`src/rtl/qd_div_pkg.sv`:
```
package qd_div_pkg;
  typedef enum logic [1:0] {
    ST_IDLE  = 2'd0,
    ST_CHECK = 2'd1,
    ST_RUN   = 2'd2,
    ST_DONE  = 2'd3
  } qd_state_e;
endpackage

```
`src/rtl/qd_div_step.sv`:
```
// One restoring step: shift in next dividend bit, subtract divisor if it fits.
module qd_div_step #(
  parameter int W = 64
) (
  input  logic [W-1:0] rem_i,
  input  logic         bit_i,
  input  logic [W-1:0] div_i,
  output logic [W-1:0] rem_o,
  output logic         qbit_o
);
  logic [W:0] trial;
  logic [W:0] diff;

  always_comb begin
    trial  = {rem_i, bit_i};
    diff   = trial - {1'b0, div_i};
    qbit_o = (trial >= {1'b0, div_i});
    rem_o  = qbit_o ? diff[W-1:0] : trial[W-1:0];
  end
endmodule

```
`src/rtl/qd_div_ctrl.sv`:
```
module qd_div_ctrl
  import qd_div_pkg::*;
#(
  parameter int W = 64
) (
  input  logic clk_i,
  input  logic rst_ni,
  input  logic in_valid_i,
  input  logic out_ready_i,
  input  logic err_i,
  output logic in_ready_o,
  output logic out_valid_o,
  output logic load_o,
  output logic chk_o,
  output logic step_o
);
  localparam int CNT_W = $clog2(W);
  localparam logic [CNT_W-1:0] LAST = CNT_W'(W - 1);

  qd_state_e        state_q, state_d;
  logic [CNT_W-1:0] cnt_q;

  assign in_ready_o  = (state_q == ST_IDLE);
  assign out_valid_o = (state_q == ST_DONE);
  assign load_o      = in_ready_o && in_valid_i;
  assign chk_o       = (state_q == ST_CHECK);
  assign step_o      = (state_q == ST_RUN);

  always_comb begin
    state_d = state_q;
    unique case (state_q)
      ST_IDLE:  if (in_valid_i) state_d = ST_CHECK;
      ST_CHECK: state_d = err_i ? ST_DONE : ST_RUN;
      ST_RUN:   if (cnt_q == LAST) state_d = ST_DONE;
      ST_DONE:  if (out_ready_i) state_d = ST_IDLE;
      default:  state_d = ST_IDLE;
    endcase
  end

  always_ff @(posedge clk_i or negedge rst_ni) begin
    if (!rst_ni) begin
      state_q <= ST_IDLE;
      cnt_q   <= '0;
    end else begin
      state_q <= state_d;
      if (chk_o)       cnt_q <= '0;
      else if (step_o) cnt_q <= cnt_q + 1'b1;
    end
  end
endmodule

```
`src/rtl/qd_div_datapath.sv`:
```
module qd_div_datapath #(
  parameter int W = 64
) (
  input  logic         clk_i,
  input  logic         rst_ni,
  input  logic         load_i,
  input  logic         chk_i,
  input  logic         step_i,
  input  logic [W-1:0] a_i,
  input  logic [W-1:0] b_i,
  input  logic [W-1:0] c_i,
  output logic         err_o,
  output logic [W-1:0] q_o,
  output logic [W-1:0] r_o,
  output logic         ovf_o
);
  logic [W-1:0] rem_q, quo_q, div_q;
  logic         ovf_q;
  logic [W-1:0] rem_n;
  logic         qbit;

  // rem_q holds the upper dividend word until the check cycle
  assign err_o = (div_q == '0) || (rem_q >= div_q);

  qd_div_step #(.W(W)) u_step (
    .rem_i  (rem_q),
    .bit_i  (quo_q[W-1]),
    .div_i  (div_q),
    .rem_o  (rem_n),
    .qbit_o (qbit)
  );

  always_ff @(posedge clk_i or negedge rst_ni) begin
    if (!rst_ni) begin
      rem_q <= '0;
      quo_q <= '0;
      div_q <= '0;
      ovf_q <= 1'b0;
    end else if (load_i) begin
      rem_q <= a_i;
      quo_q <= c_i;
      div_q <= b_i;
      ovf_q <= 1'b0;
    end else if (chk_i) begin
      if (err_o) begin
        rem_q <= '0;
        quo_q <= '1;
        ovf_q <= 1'b1;
      end
    end else if (step_i) begin
      rem_q <= rem_n;
      quo_q <= {quo_q[W-2:0], qbit};
    end
  end

  assign q_o   = quo_q;
  assign r_o   = rem_q;
  assign ovf_o = ovf_q;
endmodule

```
`src/rtl/qd_divider.sv`:
```
module qd_divider #(
  parameter int W = 64
) (
  input  logic         clk_i,
  input  logic         rst_ni,
  input  logic         in_valid_i,
  output logic         in_ready_o,
  input  logic [W-1:0] a_i,
  input  logic [W-1:0] b_i,
  input  logic [W-1:0] c_i,
  output logic         out_valid_o,
  input  logic         out_ready_i,
  output logic [W-1:0] q_o,
  output logic [W-1:0] r_o,
  output logic         ovf_o
);
  logic load, chk, step, err;

  qd_div_ctrl #(.W(W)) u_ctrl (
    .clk_i       (clk_i),
    .rst_ni      (rst_ni),
    .in_valid_i  (in_valid_i),
    .out_ready_i (out_ready_i),
    .err_i       (err),
    .in_ready_o  (in_ready_o),
    .out_valid_o (out_valid_o),
    .load_o      (load),
    .chk_o       (chk),
    .step_o      (step)
  );

  qd_div_datapath #(.W(W)) u_dp (
    .clk_i  (clk_i),
    .rst_ni (rst_ni),
    .load_i (load),
    .chk_i  (chk),
    .step_i (step),
    .a_i    (a_i),
    .b_i    (b_i),
    .c_i    (c_i),
    .err_o  (err),
    .q_o    (q_o),
    .r_o    (r_o),
    .ovf_o  (ovf_o)
  );
endmodule

```
`config.mk`:
```
export PLATFORM = sky130hd
export DESIGN_NAME = qd_divider
export DESIGN_NICKNAME = d
export VERILOG_FILES = /design/src/rtl/qd_div_pkg.sv /design/src/rtl/qd_div_step.sv /design/src/rtl/qd_div_ctrl.sv /design/src/rtl/qd_div_datapath.sv /design/src/rtl/qd_divider.sv
export SDC_FILE = /design/constraint.sdc
export NUM_CORES = 1
export LEC_CHECK = 0
export BUFFER_PORTS_ARGS = -buffer_cell sky130_fd_sc_hd__buf_2
export CAP_MARGIN = 10
export CORE_MARGIN = 2
export CORE_UTILIZATION = 50
export CTS_CLUSTER_SIZE = 12
export DETAILED_ROUTE_END_ITERATION = 8
export HOLD_SLACK_MARGIN = 0.06
export PLACE_DENSITY = 0.75
export SETUP_SLACK_MARGIN = 0.5
export SYNTH_ARGS = -nofsm -noshare
export SYNTH_HDL_FRONTEND = slang
export SYNTH_SLANG_ARGS = --single-unit
export TNS_END_PERCENT = 5
```
`constraint.sdc`:
```
create_clock -name clk_i -period 5.6 [get_ports clk_i]
set_input_delay 0.28 -clock clk_i [delete_from_list [all_inputs] [get_ports clk_i]]
set_output_delay 0.28 -clock clk_i [all_outputs]
set_load 0.02 [all_outputs]
```
==> results.md, run 1 <==
- Worst slack, placed: 934.8 ps
- Ports: 327
- WL final: 53.01 mm
- Initial drt markers: 1272
- Critical path class: reg -> reg
- Setup TNS: 0 ps
- Pin count of the biggest net entering global routing: 131
- Number of synthesized flops with an enable pin: 0
- Status: finished clean
- Synth unique cells: 67
- Max Cap Viol: 0
- Vias per cell: 6.120
- Unrepaired setup endpoints after global routing: no
- WL/cell: 20.60 um
- Critical path required time: 5990 ps
- Die ar.: 30840 sq um
- Ys async rst share: 1.000
- Syn_nets: 2158
- Mean instance size in the synthesized netlist: 8.061 sq um
- Max FO, Critical Path: 95
- Final HPWL DP: roughly 38 mm
- Clock tree from TritonCTS: yes
- Residual DRC count: 0
- Gpl congestion: around 0.97
- Critical Path AT: 5110 ps
- Min Tclk post-route: 4721 ps
- Initial Util: 0.5103
- Postcts setup bufs: 0
- Initial antenna violation count: 2
- Layout fillers: 2540
- Setup Skew: 15.57 ps
- Hold WC Path Type: in -> reg
- Vias in the first global route: 15200
- TritonRoute pass-1 iters: 8
- Longest Clk Path Bufs: 3
- Skew-Pair Late Insertion Delay: 530 ps
- Commonest register cell after synthesis: dfrtp_1
- Relative slew slack: 0.1289
- Core Region: 28860 sq um
- CTS clock-pin slew for the worst setup and hold paths: around 60 ps
- #FFs+latches synth: 201
- Period utilization: 0.8430
- Seq/Total Area, Yosys: 0.3415
- FF/Latch Area: ~5000 sq um
- Final WS setup: 879.4 ps
- Synth Cell Area: between 10000 and 15000 sq um
- Die Ht: 175.6 um
- Nets@finish: approximately 2500
- Clk sinks: 201
- Finished Layout Cells: 2573
- Vias: 15750
- First-pass GRT wire length: 82.39 mm
- Max Fclk: 211.8 MHz
- Worst-margin pin slew: 1303 ps
- Synthesized instance count: 1827
- Row count: 62
- Die Wd: 175.6 um
- Total Routing Usage GR: 0.3334
- Post-CTS sizing: 0
- Cell count after placement: 2433
- Layout area overhead: 24.51%
- Final Max Tran Viols: 0
- Multi-input logic area: about 8900 sq um
- Final Setup Violations: 0
- Core Util, Final: 0.6354
- Root Buffer: clkbuf_16
- Synth warn: 0
- Post-route ant nets: 0
- CTS Buf Count: 23
- Setup crit start kind: register
- IO Port Bufs: 326
- Hold buffers post-CTS: 101
- Final Hold Viols: 0
- Type of element capturing the critical path: register
- H-tree depth: 1
- Residual overflow from global routing: 0
- Share of layout cells above drive strength 1: 0.1819
metrics by stage:
stage               hold slack, ps  cell area (sq um)
finish                       59.41              18340
global route                 65.99              18330
CTS                          60.69              18330
detailed placement           331.9              16550
global placement             339.3              16550
floorplan                   -15.59              14730
kinds of logic after synthesis:
family	count (synthesis)	share of synthesized area
AO/OA/AOI/OAI	607	0.2506
AND/OR/NAND/NOR	605	0.1910
buffers and inverters	203	0.05327
flip-flops	201	0.3415
adder cells (fa/ha/maj)	135	0.1152
XOR/XNOR	56	0.03330
multiplexers	20	0.01504
layout by cell type, fill, tap and decap left out, types with 18 or more instances in the layout:
master         instances
ha_1                 133
nand4_1               32
o21ai_0              249
xnor2_1               38
nor3_1                23
inv_1                 88
a21o_1                21
nor4_1                26
a221oi_1              45
dfrtp_1              201
a31oi_1               20
dlygate4sd3_1        101
nand3_1               29
a21oi_1              153
nand2_1              239
xor2_1                18
buf_2                325
nor2_1               128
or3_1                 75
clkbuf_16             23
layout make-up:
type | instances | area share
Multi-Input combinational cell | 1423 | 0.4876
Sequential cell | 201 | 0.2743
Timing Repair Buffer | 438 | 0.1518
Clock buffer | 31 | 0.03576
Tap cell | 384 | 0.02620
Inverter | 88 | 0.01801
Clock inverter | 7 | 0.006141
Antenna cell | 1 | 0.0001365
state kept, by name, indices dropped and copies added, names as in the netlist:
register / cells
u_dp.ovf_o: 1
u_dp.r_o: 64
u_dp.q_o: 64
u_dp.div_q: 64
u_ctrl.state_q: 2
u_ctrl.cnt_q: 6
worst max-delay path, cell delays in order (launching register included):
cell	delay, ps
dfrtp_1	480
inv_1	130
ha_1	320
nand4_1	150
nor4_1	540
nand3_1	260
nor4_1	720
a211oi_1	180
a21oi_1	250
nand2b_1	250
nand2_4	580
buf_12	470
nand2_1	110
o21ai_0	100
Yosys cell counts, types with 12 or more instances:
cell,count,area (sq um)
inv_1,88,330.3
nor2_1,131,491.7
a21o_1,21,157.7
nor3_1,23,115.1
a211oi_1,12,90.09
nand2b_1,14,87.58
a21oi_1,153,765.7
a31oi_1,20,125.1
nand4_1,32,200.2
dfrtp_1,201,5030
xor2_1,18,157.7
mux2_1,14,157.7
o21ai_0,249,1246
a221oi_1,45,394.1
nor4_1,26,162.7
ha_1,134,1677
or3_1,75,469.2
nand3_1,29,145.1
nand2_1,241,904.6
o21bai_1,15,112.6
clkbuf_1,101,379.1
xnor2_1,38,332.8
path summary, 6_finish.rpt:
path / startpoint / end / slack, ps / cells past startpoint
min in group asynchronous: rst_ni / u_dp.r_o[20]$_DFFE_PN0P_ / 330 / 2
worst min register to register: u_dp.q_o[26]$_DFFE_PN0P_ / u_dp.q_o[26]$_DFFE_PN0P_ / 500 / 2
worst min-delay path: b_i[4] / u_dp.div_q[4]$_DFFE_PN0P_ / 60 / 3
max in group asynchronous: rst_ni / u_dp.q_o[57]$_DFFE_PN0P_ / 4120 / 3
worst max register to register: u_dp.div_q[43]$_DFFE_PN0P_ / u_dp.q_o[29]$_DFFE_PN0P_ / 880 / 13
worst max-delay path: u_dp.div_q[43]$_DFFE_PN0P_ / u_dp.q_o[29]$_DFFE_PN0P_ / 880 / 13
metal layers:
layer  wire (um)  part of all wire  up-vias  global-route usage
met3        4995             0.094      140             0.06818
met4        2063             0.039        2              0.1216
met1       21410              0.40     7433              0.4302
li1            -                 -     7336                   -
met5          11           0.00021        -                   0
met2       24530              0.46      836              0.5548
Power of run 1 is not shown: default switching activity piles up to over one toggle a cycle in this logic, so the estimate is an artifact.
==> run 2, diff against run 1 <==
- clock period: 5.6 -> 4.4 ns (I/O delays scaled with it)
==> results.md, run 2 (same netlist as run 1, synthesis figures left out) <==
- Final Hold Viols: 0
- Total Routing Usage GR: 0.3508
- Die Ht: 175.6 um
- Critical path depth: 13
- Status: finished clean
- Final Max Tran Viols: 0
- Post-route ant nets: 0
- Layout area overhead: 31.95%
- Critical path required time: 4820 ps
- Critical path class: reg -> reg
- WL/cell: 20.60 um
- Unrepaired setup endpoints after global routing: yes
- Setup Skew: 11.80 ps
- Clk sinks: 201
- H-tree depth: 1
- Row count: 62
- Residual DRC count: 0
- Longest Clk Path Bufs: 3
- Worst-margin pin slew: between 1000 and 1500 ps
- Design Area, Final: 19430 sq um
- Setup crit start kind: register
- Clock tree from TritonCTS: yes
- Hold_ws: 61.35 ps
- Pin count of the biggest net entering global routing: roughly 210
- Min Tclk post-route: about 3800 ps
- Critical Path Start: u_dp.div_q[7]$_DFFE_PN0P_
- Core Region: between 20000 and 30000 sq um
- Top delay family on crit path: compound AO/OA/AOI/OAI gates
- Die Wd: 175.6 um
- First-pass GRT wire length: 86.79 mm
- Die ar.: 30840 sq um
- Gpl congestion: 1.002
- CTS clock-pin slew for the worst setup and hold paths: 60 ps
- IO Port Bufs: ~330
- Residual overflow from global routing: 0
- Buf/Inv on CP: 2
- Relative slew slack: 0.3073
- Hold WC Path Type: in -> reg
- Initial Util: 0.5103
- Slowest stage delay, CP: 520 ps
- RR Startpoint: u_dp.div_q[7]$_DFFE_PN0P_
- Skew-Pair Late Insertion Delay: 540 ps
- Share of layout cells above drive strength 1: 0.1878
- Type of element capturing the critical path: register
- Slowest-stage cell, CP: o41a_4
- CTS Buf Count: 25
- Critical Path AT: 4240 ps
- Most frequent cells in the layout: buf_2 (325), o21ai_0 (249), nand2_1 (239)
- Max Cap Viol: 0
- Root Buffer: clkbuf_16
- Initial antenna violation count: 1
- Ports: 327
- Leading cell type in the layout, fill and taps excluded: buf_2
- WL final: 55.19 mm
- Hold path depth: 3
- Max FO, Critical Path: 7
- Final HPWL DP: 38.09 mm
- Nets@finish: 2608
- Antenna cell count: 0
- Worst reg2reg path depth: 13
- Min-delay src: b_i[3]
- Max Fclk: about 260 MHz
- Final Setup Violations: 0
- Vias in the first global route: 15980
- TritonRoute pass-1 iters: 7
- Vias per cell: 6.100
- Area after DPL: ~17000 sq um
- Setup TNS: 0 ps
- Initial drt markers: 1325
- Vias: 16340
- Period utilization: 0.8685
- Worst-path cell chain: inv_1 -> ha_2 -> and4_1 -> o2111ai_1 -> a31o_1 -> a211oi_2 -> nor4_4 -> o41a_4 -> o21ai_4 -> buf_4 -> mux2_1 -> a221oi_1 -> nor2_1
[run 2: changes by cell type in the layout (fill, tap and decap cells not counted), sizes merged]
cell         previous run  this run
inv                    88        89
dlygate4sd3           101       184
bufinv                  3         2
clkinv                  3         6
clkbuf                 32        35
clkinvlp                1         2
diode                   1         0
buf                   336       353
[run 2: worst paths after layout]
kind                       slack, ps                         to
max                              580    u_dp.r_o[8]$_DFFE_PN0P_
min                               60  u_dp.div_q[3]$_DFFE_PN0P_
max reg2reg                      580    u_dp.r_o[8]$_DFFE_PN0P_
min reg2reg                      500   u_dp.q_o[61]$_DFFE_PN0P_
max in group asynchronous       2930   u_dp.q_o[12]$_DFFE_PN0P_
min in group asynchronous        320   u_dp.r_o[21]$_DFFE_PN0P_
[run 2: layer usage]
metal,up-vias,wire length [um],track usage
met3,172,4860,0.06385
met1,7706,21790,0.4434
met4,2,2621,0.1494
met2,916,25910,0.5904
li1,7546,-,-
met5,-,7,0
[run 2: timing repair]
| item | CTS | global route |
|---|---|---|
| setup endpoints to repair | 77 | 103 |
| hold buffers | 184 | 0 |
| gates resized for setup | 2 | 9 |
| buffers inserted | 0 | 2 |
| pin swaps | 0 | 2 |
| gates cloned | 0 | 0 |
| endpoints found under the hold margin | 295 | 0 |
[run 2: area by class of cell]
type	instances	area, sq um
fill	2321	9425
multi-input combinational	1423	9004
sequential	201	5030
timing repair buffer	538	3755
clock buffer	34	719.4
tap	384	480.5
inverter	88	330.3
clock inverter	11	113.9
[run 2: through the flow]
step / util / setup WS [ps] / std cells
after CTS: 0.6711 / 503.2 / 2677
after global routing: 0.6734 / 483.9 / 2679
after detailed placement: 0.5780 / 312.3 / 2448
after global placement: 0.5780 / 287.4 / 2448
final: 0.6734 / 578.8 / 2679
after floorplan: - / 940.1 / 1827
[run 2: worst reg2reg max path: cells and delay by family (launching register included)]
kind	cells	cell delay [ps]
buffers and inverters	2	280
muxes	1	370
DFF	1	390
and+or+nand+nor	3	450
AOI/OAI and AO/OA	6	1820
adders and majority gates	1	410
Power of run 2 is left out for the same reason.
